### config.mk
export PLATFORM = sky130hd
export DESIGN_NAME = dx_serializer
export DESIGN_NICKNAME = d
export VERILOG_FILES = /design/src/rtl/dx_pkg.sv /design/src/rtl/dx_rise_stage.sv /design/src/rtl/dx_fall_stage.sv /design/src/rtl/dx_lane.sv /design/src/rtl/dx_serializer.sv
export SDC_FILE = /design/constraint.sdc
export NUM_CORES = 1
export LEC_CHECK = 0
export ABC_AREA = 1
export BUFFER_PORTS_ARGS = -buffer_cell sky130_fd_sc_hd__buf_2
export CELL_PAD_IN_SITES_DETAIL_PLACEMENT = 1
export CELL_PAD_IN_SITES_GLOBAL_PLACEMENT = 1
export CORE_MARGIN = 1.5
export CORE_UTILIZATION = 34
export DETAILED_ROUTE_END_ITERATION = 7
export GPL_TIMING_DRIVEN = 0
export PLACE_DENSITY_LB_ADDON = 0.05
export REMOVE_ABC_BUFFERS = 1
export SYNTH_ARGS = -nofsm -noshare
export SYNTH_HDL_FRONTEND = slang
export SYNTH_SLANG_ARGS = --single-unit
### constraint.sdc
create_clock -name clk -period 1.15 [get_ports clk]
set_clock_uncertainty 0.1 [all_clocks]
set_input_delay 0.23 -clock clk [delete_from_list [all_inputs] [get_ports clk]]
set_output_delay 0.23 -clock clk [all_outputs]
set_load 0.01 [all_outputs]
### src/rtl/dx_pkg.sv
package dx_pkg;

    // State captured on the rising edge for one lane
    typedef struct packed {
        logic rise;   // pre-encoded lead bit
        logic hold;   // trail bit held for the falling-edge path
    } dx_rise_t;

    // State captured on the falling edge for one lane
    typedef struct packed {
        logic fall;   // pre-encoded trail bit
    } dx_fall_t;

    // Bit offsets of a lane symbol inside the input word
    localparam int unsigned DX_LEAD_OFS  = 0;
    localparam int unsigned DX_TRAIL_OFS = 1;
    localparam int unsigned DX_SYM_BITS  = 2;

endpackage

### src/rtl/dx_rise_stage.sv
module dx_rise_stage
    import dx_pkg::*;
(
    input  logic clk,
    input  logic rst_n,
    input  logic lead_i,
    input  logic trail_i,
    input  logic fall_i,
    output logic rise_o,
    output logic hold_o
);

    dx_rise_t st_d;
    dx_rise_t st_q;

    // Pre-encode the lead bit against the falling register so the XOR
    // at the pin reproduces it during the high phase.
    always_comb begin
        st_d      = st_q;
        st_d.rise = lead_i ^ fall_i;
        st_d.hold = trail_i;
    end

    always_ff @(posedge clk or negedge rst_n) begin
        if (!rst_n) begin
            st_q <= '0;
        end else begin
            st_q <= st_d;
        end
    end

    assign rise_o = st_q.rise;
    assign hold_o = st_q.hold;

endmodule

### src/rtl/dx_fall_stage.sv
module dx_fall_stage
    import dx_pkg::*;
(
    input  logic clk,
    input  logic rst_n,
    input  logic hold_i,
    input  logic rise_i,
    output logic fall_o
);

    dx_fall_t st_d;
    dx_fall_t st_q;

    // Pre-encode the held trail bit against the rising register so the
    // XOR at the pin reproduces it during the low phase.
    always_comb begin
        st_d      = st_q;
        st_d.fall = hold_i ^ rise_i;
    end

    always_ff @(negedge clk or negedge rst_n) begin
        if (!rst_n) begin
            st_q <= '0;
        end else begin
            st_q <= st_d;
        end
    end

    assign fall_o = st_q.fall;

endmodule

### src/rtl/dx_lane.sv
module dx_lane (
    input  logic       clk,
    input  logic       rst_n,
    input  logic [1:0] sym_i,
    output logic       dout_o
);

    logic rise_w;
    logic hold_w;
    logic fall_w;

    dx_rise_stage u_rise (
        .clk     (clk),
        .rst_n   (rst_n),
        .lead_i  (sym_i[dx_pkg::DX_LEAD_OFS]),
        .trail_i (sym_i[dx_pkg::DX_TRAIL_OFS]),
        .fall_i  (fall_w),
        .rise_o  (rise_w),
        .hold_o  (hold_w)
    );

    dx_fall_stage u_fall (
        .clk    (clk),
        .rst_n  (rst_n),
        .hold_i (hold_w),
        .rise_i (rise_w),
        .fall_o (fall_w)
    );

    // Both inputs of this gate are register outputs: no clock in the data path
    assign dout_o = rise_w ^ fall_w;

endmodule

### src/rtl/dx_serializer.sv
module dx_serializer #(
    parameter int unsigned LANES = 4
) (
    input  logic                                   clk,
    input  logic                                   rst_n,
    input  logic [LANES*dx_pkg::DX_SYM_BITS-1:0]   sym_i,
    output logic [LANES-1:0]                       dout_o
);

    localparam int unsigned SYM_W = dx_pkg::DX_SYM_BITS;

    for (genvar k = 0; k < LANES; k++) begin : g_lane
        dx_lane u_lane (
            .clk    (clk),
            .rst_n  (rst_n),
            .sym_i  (sym_i[k*SYM_W +: SYM_W]),
            .dout_o (dout_o[k])
        );
    end

endmodule

---- Word level (Yosys, flattened, before mapping) ----
Cells that the tools add are included.
word-level totals
  logic and storage cells ................. 24
  input port bits ......................... 10
  output and inout bits ................... 4
  register bits after elaboration ......... 12
operators by class
  bitwise logic cells ..................... 12
operators by type and width
  operator           count
  bitwise XOR 1 bit  12

---- Depth between registers and ports, before layout ----
Gate-level depths: netlist of run 1.
  depth after elaboration ................. 1
  depth in mapped cells ................... 4
  depth with buffers taken out ............ 3

---- Hierarchy ----
From an unflattened synthesis of run 1, not the netlist that was laid out.
unflattened totals
  cells, all modules ...................... 72
  area, all modules ....................... 525.5 sq um
modules (own cells, without submodules)
  module         area each (sq um)  instances  cells an instance  seq. area each (sq um)
  dx_rise_stage  68.8               4          7                  50.0
  dx_fall_stage  43.8               4          6                  25.0
  dx_lane        18.8               4          5                  0.0

==> summary.txt, run 1 <==
Synth
  – Mapped Cells: 68
  – Syn Area/Cell: 7.73 um2
  – Synth warn: 0
  – Register area share after synthesis: 57.1%
  – Synthesized cell area: 526 um2
  – Distinct cell type count after synthesis: 5
  – Seq cells post-synth: 12

Clocking
  – H-tree levels: 1
  – Clock transition at path regs: around 0.070 ns
  – Total CTS buffers: 3
  – CTS Buffer Depth: 2
  – CTS tree: built
  – Root Driver: clkbuf_4
  – CTS sink count: 12
  – Clk_lat worst skew: 0.27 ns

Pwr
  – Leakage: 0.454 nW
  – Power density over the cells: 1490 nW/um2
  – Peak VDD IR: between 0.7 and 0.8 mV

Final layout
  – Area growth syn-to-layout: 42.6%
  – Multi-input logic area: approximately 170 um2
  – Non-filler cells, final: 108
  – FILL cells: 187
  – Diodes inserted: 0
  – Final net count: 103
  – Register area: 300 um2
  – Layout cells sized above 1: 43.5%

GRT
  – Initial antenna violation count: 0
  – Gr usage total: 14.7%
  – Number of global-route vias before repair: 477
  – Largest net degree at the start of global routing: 9
  – First-pass GRT wire length: 1920 um
  – GRT Residual Overflow: 0

Worst setup path
  – CP Launch Point: g_lane[1].u_lane.u_fall.fall_o
  – Crit. End Element: output port
  – Crit path DAT: 1.58 ns
  – Type of the worst setup path: reg -> out
  – Worst path slowest cell: dfrtn_1
  – Number of buffers and inverters on the critical path: 2
  – FF-to-FF Start: g_lane[1].u_lane.u_fall.fall_o
  – Cell Chain, Critical Path: inv_2 > nand2_1 > nand2_1 > buf_2
  – Critical path launch point type: flip-flop
  – Most frequent CP cell: nand2_1
  – Family with the most delay on the worst path: flip-flops
  – Worst-path maximum fanout: 3
  – Crit path largest cell delay: approximately 0.46 ns
  – CP required: just over 0.8 ns

Run status
  – Outcome: finished, violations left
  – Violated checks: negative setup slack

Drt
  – Via count: 454
  – Final ANT Viol Nets: 0
  – Drt pass-1 iters: 1
  – Initial DRC count: 0
  – Drt drc: 0
  – Post-DR wirelength/cell: about 9.7 um
  – DR vias/cell: 4.20
  – Total Routed Length: between 1000 and 1500 um

Timing
  – Fin. max-slew vios: 0
  – Final Hold Viols: 0
  – Max transition margin: 75.2%
  – Setup-failing EPs final: 12
  – Min Hold Slack: 0.0704 ns
  – Final WS setup: -0.756 ns
  – RSZ-0062 raised after global routing: true
  – Worst Max-Slew Pin Slew: 0.370 ns

Hold path
  – Hold WC Path Type: in -> reg
  – Worst Hold Launch: sym_i[0]

Run
  – Max_cap viols: 0

Floorplanning
  – Ports: 14
  – Starting density of the core: a little over a third
  – Die Y: 42.3 um
  – Num rows: 14
  – Die span in x: 42.3 um
  – Core Area: around 1500 um2
  – Die area: about 1800 um2

Placed design
  – Post-DP HPWL: around 640 um
  – Routability cong.: between 0.6 and 0.7
  – Dpl cells: 93
  – Port bufs: 13
  – Post-place setup slack: -0.467 ns
## layer usage
layer / GRT usage (%) / vias to the layer above / wire, um
met5: 0 / - / 0
met1: 15.6 / 205 / 426
li1: - / 234 / -
met4: 9.38 / 0 / 20
met3: 2.59 / 4 / 30
met2: 26.2 / 11 / 570
## layout by cell type, fill, tap and decap left out, drive strengths merged
cell         Yosys  routed
dfrtn            4       4
clkbuf           0       4
dfrtp            8       8
buf              4      19
dlygate4sd3      0       5
inv             16      16
nand2           36      36
## worst min-delay path, stage by stage
cell     delay (ns)
buf_2          0.09
nand2_2        0.05
nand2_1        0.04
## cells in the mapped netlist
cell / n / area share [%]
dfrtn_1: 4 / 19
buf_4: 4 / 5.7
inv_1: 16 / 11
dfrtp_1: 8 / 38
nand2_1: 36 / 26
## area by class of cell
class                           count  share of cell area, %
Timing Repair Buffer               24                   22.4
Multi-Input combinational cell     36                   22.0
Clock buffer                        4                   4.84
Tap cell                           16                   2.67
Sequential cell                    12                   40.1
Inverter                           16                   8.01
## through the flow
stage / power (mW) / TNS (ns) / cell area [um2] / utilization [%]
2_1_floorplan: 0.618 / -2.62 / 495 / -
3_3_place_gp: 0.689 / -3.48 / 581 / 39.5
3_5_place_dp: 0.696 / -3.54 / 581 / 39.5
4_1_cts: 1.09 / -5.12 / 707 / 48.0
5_1_grt: 1.21 / -5.80 / 749 / 50.9
6_report: 1.12 / -5.17 / 749 / 50.9
## flip-flops by register name, indices dropped and copies added, names as in the netlist
register	flops
g_lane.u_lane.u_fall.fall_o	4
g_lane.u_lane.u_rise.hold_o	4
g_lane.u_lane.u_rise.rise_o	4
## cells by family (layout without fill, tap and decap cells)
kind of cell           Yosys count  count (layout)  synth area share (%)
buffers and inverters           20              44                  17.1
DFF                             12              12                  57.1
and+or+nand+nor                 36              36                  25.7
## where the power goes
part | total [mW] | switching (mW) | leakage (nW) | internal [mW]
logic | 0.267 | 0.130 | 0.290 | 0.137
registers | 0.519 | 0.0460 | 0.142 | 0.473
clock network | 0.332 | 0.139 | 0.0210 | 0.192
## repair_timing
action                                  CTS  global route
hold buffers                              5             0
hold endpoints to repair                 12             0
pin swaps                                 5             3
setup buffers                             5             4
endpoints found under the setup margin   12            12
gates resized for setup                   2            18
## final timing paths
| check | end | slack, ns | cells after the start |
|---|---|---|---|
| max in group asynchronous | g_lane[0].u_lane.u_rise.rise_o | 0.30 | 2 |
| hold reg to reg | g_lane[1].u_lane.u_fall.fall_o | 0.84 | 2 |
| hold / removal | g_lane[0].u_lane.u_rise.rise_o | 0.07 | 3 |
| setup / recovery | dout_o[1] | -0.76 | 4 |
| setup reg to reg | g_lane[1].u_lane.u_rise.rise_o | -0.34 | 4 |
| min in group asynchronous | g_lane[2].u_lane.u_fall.fall_o | 0.11 | 1 |
Power figures use the tool's default switching activity.
==> run 2, diff against run 1 <==
--- a/config.mk
+++ b/config.mk
@@ -15,6 +15,7 @@
 export GPL_TIMING_DRIVEN = 0
 export PLACE_DENSITY_LB_ADDON = 0.05
 export REMOVE_ABC_BUFFERS = 1
+export SKIP_CTS_REPAIR_TIMING = 1
 export SYNTH_ARGS = -nofsm -noshare
 export SYNTH_HDL_FRONTEND = slang
 export SYNTH_SLANG_ARGS = --single-unit
==> summary.txt, run 2 (synthesis results as in run 1) <==
Drt
  – Met1 wire length: 411 um
  – DR WL met2: ~510 um
  – Met3 WL: ~30 um
  – Drt drc: 0
  – Final ANT Viol Nets: 0
  – Via count: 440
  – DR vias/cell: 4.15
  – Total Routed Length: 974 um
  – Post-DR wirelength/cell: 9.19 um
  – Initial DRC count: 0
  – Topmost layer with routed signal wires: met4
  – Drt pass-1 iters: 1

Clocking
  – H-tree levels: 1
  – Total CTS buffers: 3
  – CTS Buffer Depth: 2
  – Clk_lat worst skew: 0.27 ns
  – CTS tree: built
  – CTS sink count: 12
  – Clock transition at path regs: 0.07 ns
  – Root Driver: clkbuf_4

Worst setup path
  – CP Launch Point: g_lane[1].u_lane.u_fall.fall_o
  – Crit path DAT: between 1.5 and 2 ns
  – Critical path launch point type: flip-flop
  – Worst-path maximum fanout: 3
  – Crit. End Element: output port
  – R2r setup slk: -0.35 ns
  – Worst r2r path cells: 4
  – Type of the worst setup path: reg -> out
  – Worst R2R End: g_lane[3].u_lane.u_rise.rise_o
  – CP required: 0.82 ns
  – FF-to-FF Start: g_lane[3].u_lane.u_fall.fall_o

Placed design
  – Routability cong.: 0.683
  – Port bufs: 13
  – Dpl cells: 93
  – Post-DP HPWL: 644 um

Final layout
  – Area growth syn-to-layout: 37.1%
  – Layout cells sized above 1: roughly 40%
  – Diodes inserted: 0
  – Final net count: 101
  – Non-filler cells, final: 106
  – Leading cell type in the layout, fill and taps excluded: nand2_1
  – Most frequent cells in the layout: nand2_1 (28), buf_2 (13), inv_1 (9), nand2_2 (8), dfrtp_1 (8)

GRT
  – Largest net degree at the start of global routing: 13
  – GRT Residual Overflow: 0
  – Gr usage total: 11.5%
  – First-pass GRT wire length: 1500 um
  – Initial antenna violation count: 0
  – Number of global-route vias before repair: 398

Floorplanning
  – Core Area: 1470 um2
  – Num rows: 14
  – Die Y: 42.3 um
  – Starting density of the core: 35.7%
  – Ports: 14
  – Die span in x: 42.3 um
  – Die area: 1790 um2

Hold path
  – Min-Delay Path Depth: 3
  – Hold WC Path Type: in -> reg
  – Hold Path End: g_lane[0].u_lane.u_rise.rise_o
  – Worst Hold Launch: sym_i[0]

Pwr
  – Leakage: 0.438 nW
  – Peak VDD IR: roughly 0.76 mV
  – Power Total: 1.09 mW
  – Power density over the cells: 1510 nW/um2

Timing
  – Max transition margin: 74.5%
  – Final WS setup: -0.753 ns
  – RSZ-0062 raised after global routing: true
  – Final Hold Viols: 0
  – Fin. max-slew vios: 0
  – Setup-failing EPs final: 12
  – Worst Max-Slew Pin Slew: 0.382 ns

Run status
  – Outcome: finished, violations left
  – Violated checks: negative setup slack

Run
  – Max_cap viols: 0
-- run 2: power breakdown --
group	switching (mW)	internal, mW	leakage, nW	total (mW)
clock	0.138	0.192	0.0210	0.330
combinational	0.119	0.119	0.275	0.238
sequential	0.0470	0.473	0.142	0.520
total	0.304	0.785	0.438	1.09
-- run 2: metrics by stage --
| stage | utilization, % | TNS (ns) | area (um2) | setup WS (ns) | hold slack (ns) |
|---|---|---|---|---|---|
| 6_report | 49.0 | -5.09 | 721 | -0.753 | 0.0714 |
| 5_1_grt | 49.0 | -5.72 | 721 | -0.835 | 0.0743 |
| 4_1_cts | 41.9 | -4.86 | 617 | -0.773 | -0.288 |
| 3_5_place_dp | 39.5 | -3.54 | 581 | -0.467 | 0.0148 |
| 3_3_place_gp | 39.5 | -3.48 | 581 | -0.466 | 0.0190 |
| 2_1_floorplan | - | -2.62 | 495 | -0.328 | -0.166 |
-- run 2: cell type report --
class	instances	area, um2
Clock buffer	4	36.3
Fill cell	189	751
Inverter	16	60.1
Multi-Input combinational cell	36	155
Sequential cell	12	300
Tap cell	16	20.0
Timing Repair Buffer	22	149
-- run 2: how the worst max path moves through the flow --
stage                end  slack (ns)
2_1_floorplan  dout_o[0]       -0.33
3_3_place_gp   dout_o[3]       -0.47
3_5_place_dp   dout_o[0]       -0.47
4_1_cts        dout_o[0]       -0.77
5_1_grt        dout_o[3]       -0.84
6_report       dout_o[1]       -0.75
-- run 2: metal layers --
layer | up-vias | track usage (%)
met5 | - | 0
met4 | 0 | 9.38
met3 | 4 | 2.59
met2 | 11 | 17.8
met1 | 194 | 13.4
li1 | 231 | -
-- run 2: worst max-delay path: stages (launching register included) --
cell and delay [ns]:
dfrtn_1 0.45, inv_2 0.05, nand2_1 0.05, nand2_1 0.04, buf_2 0.13
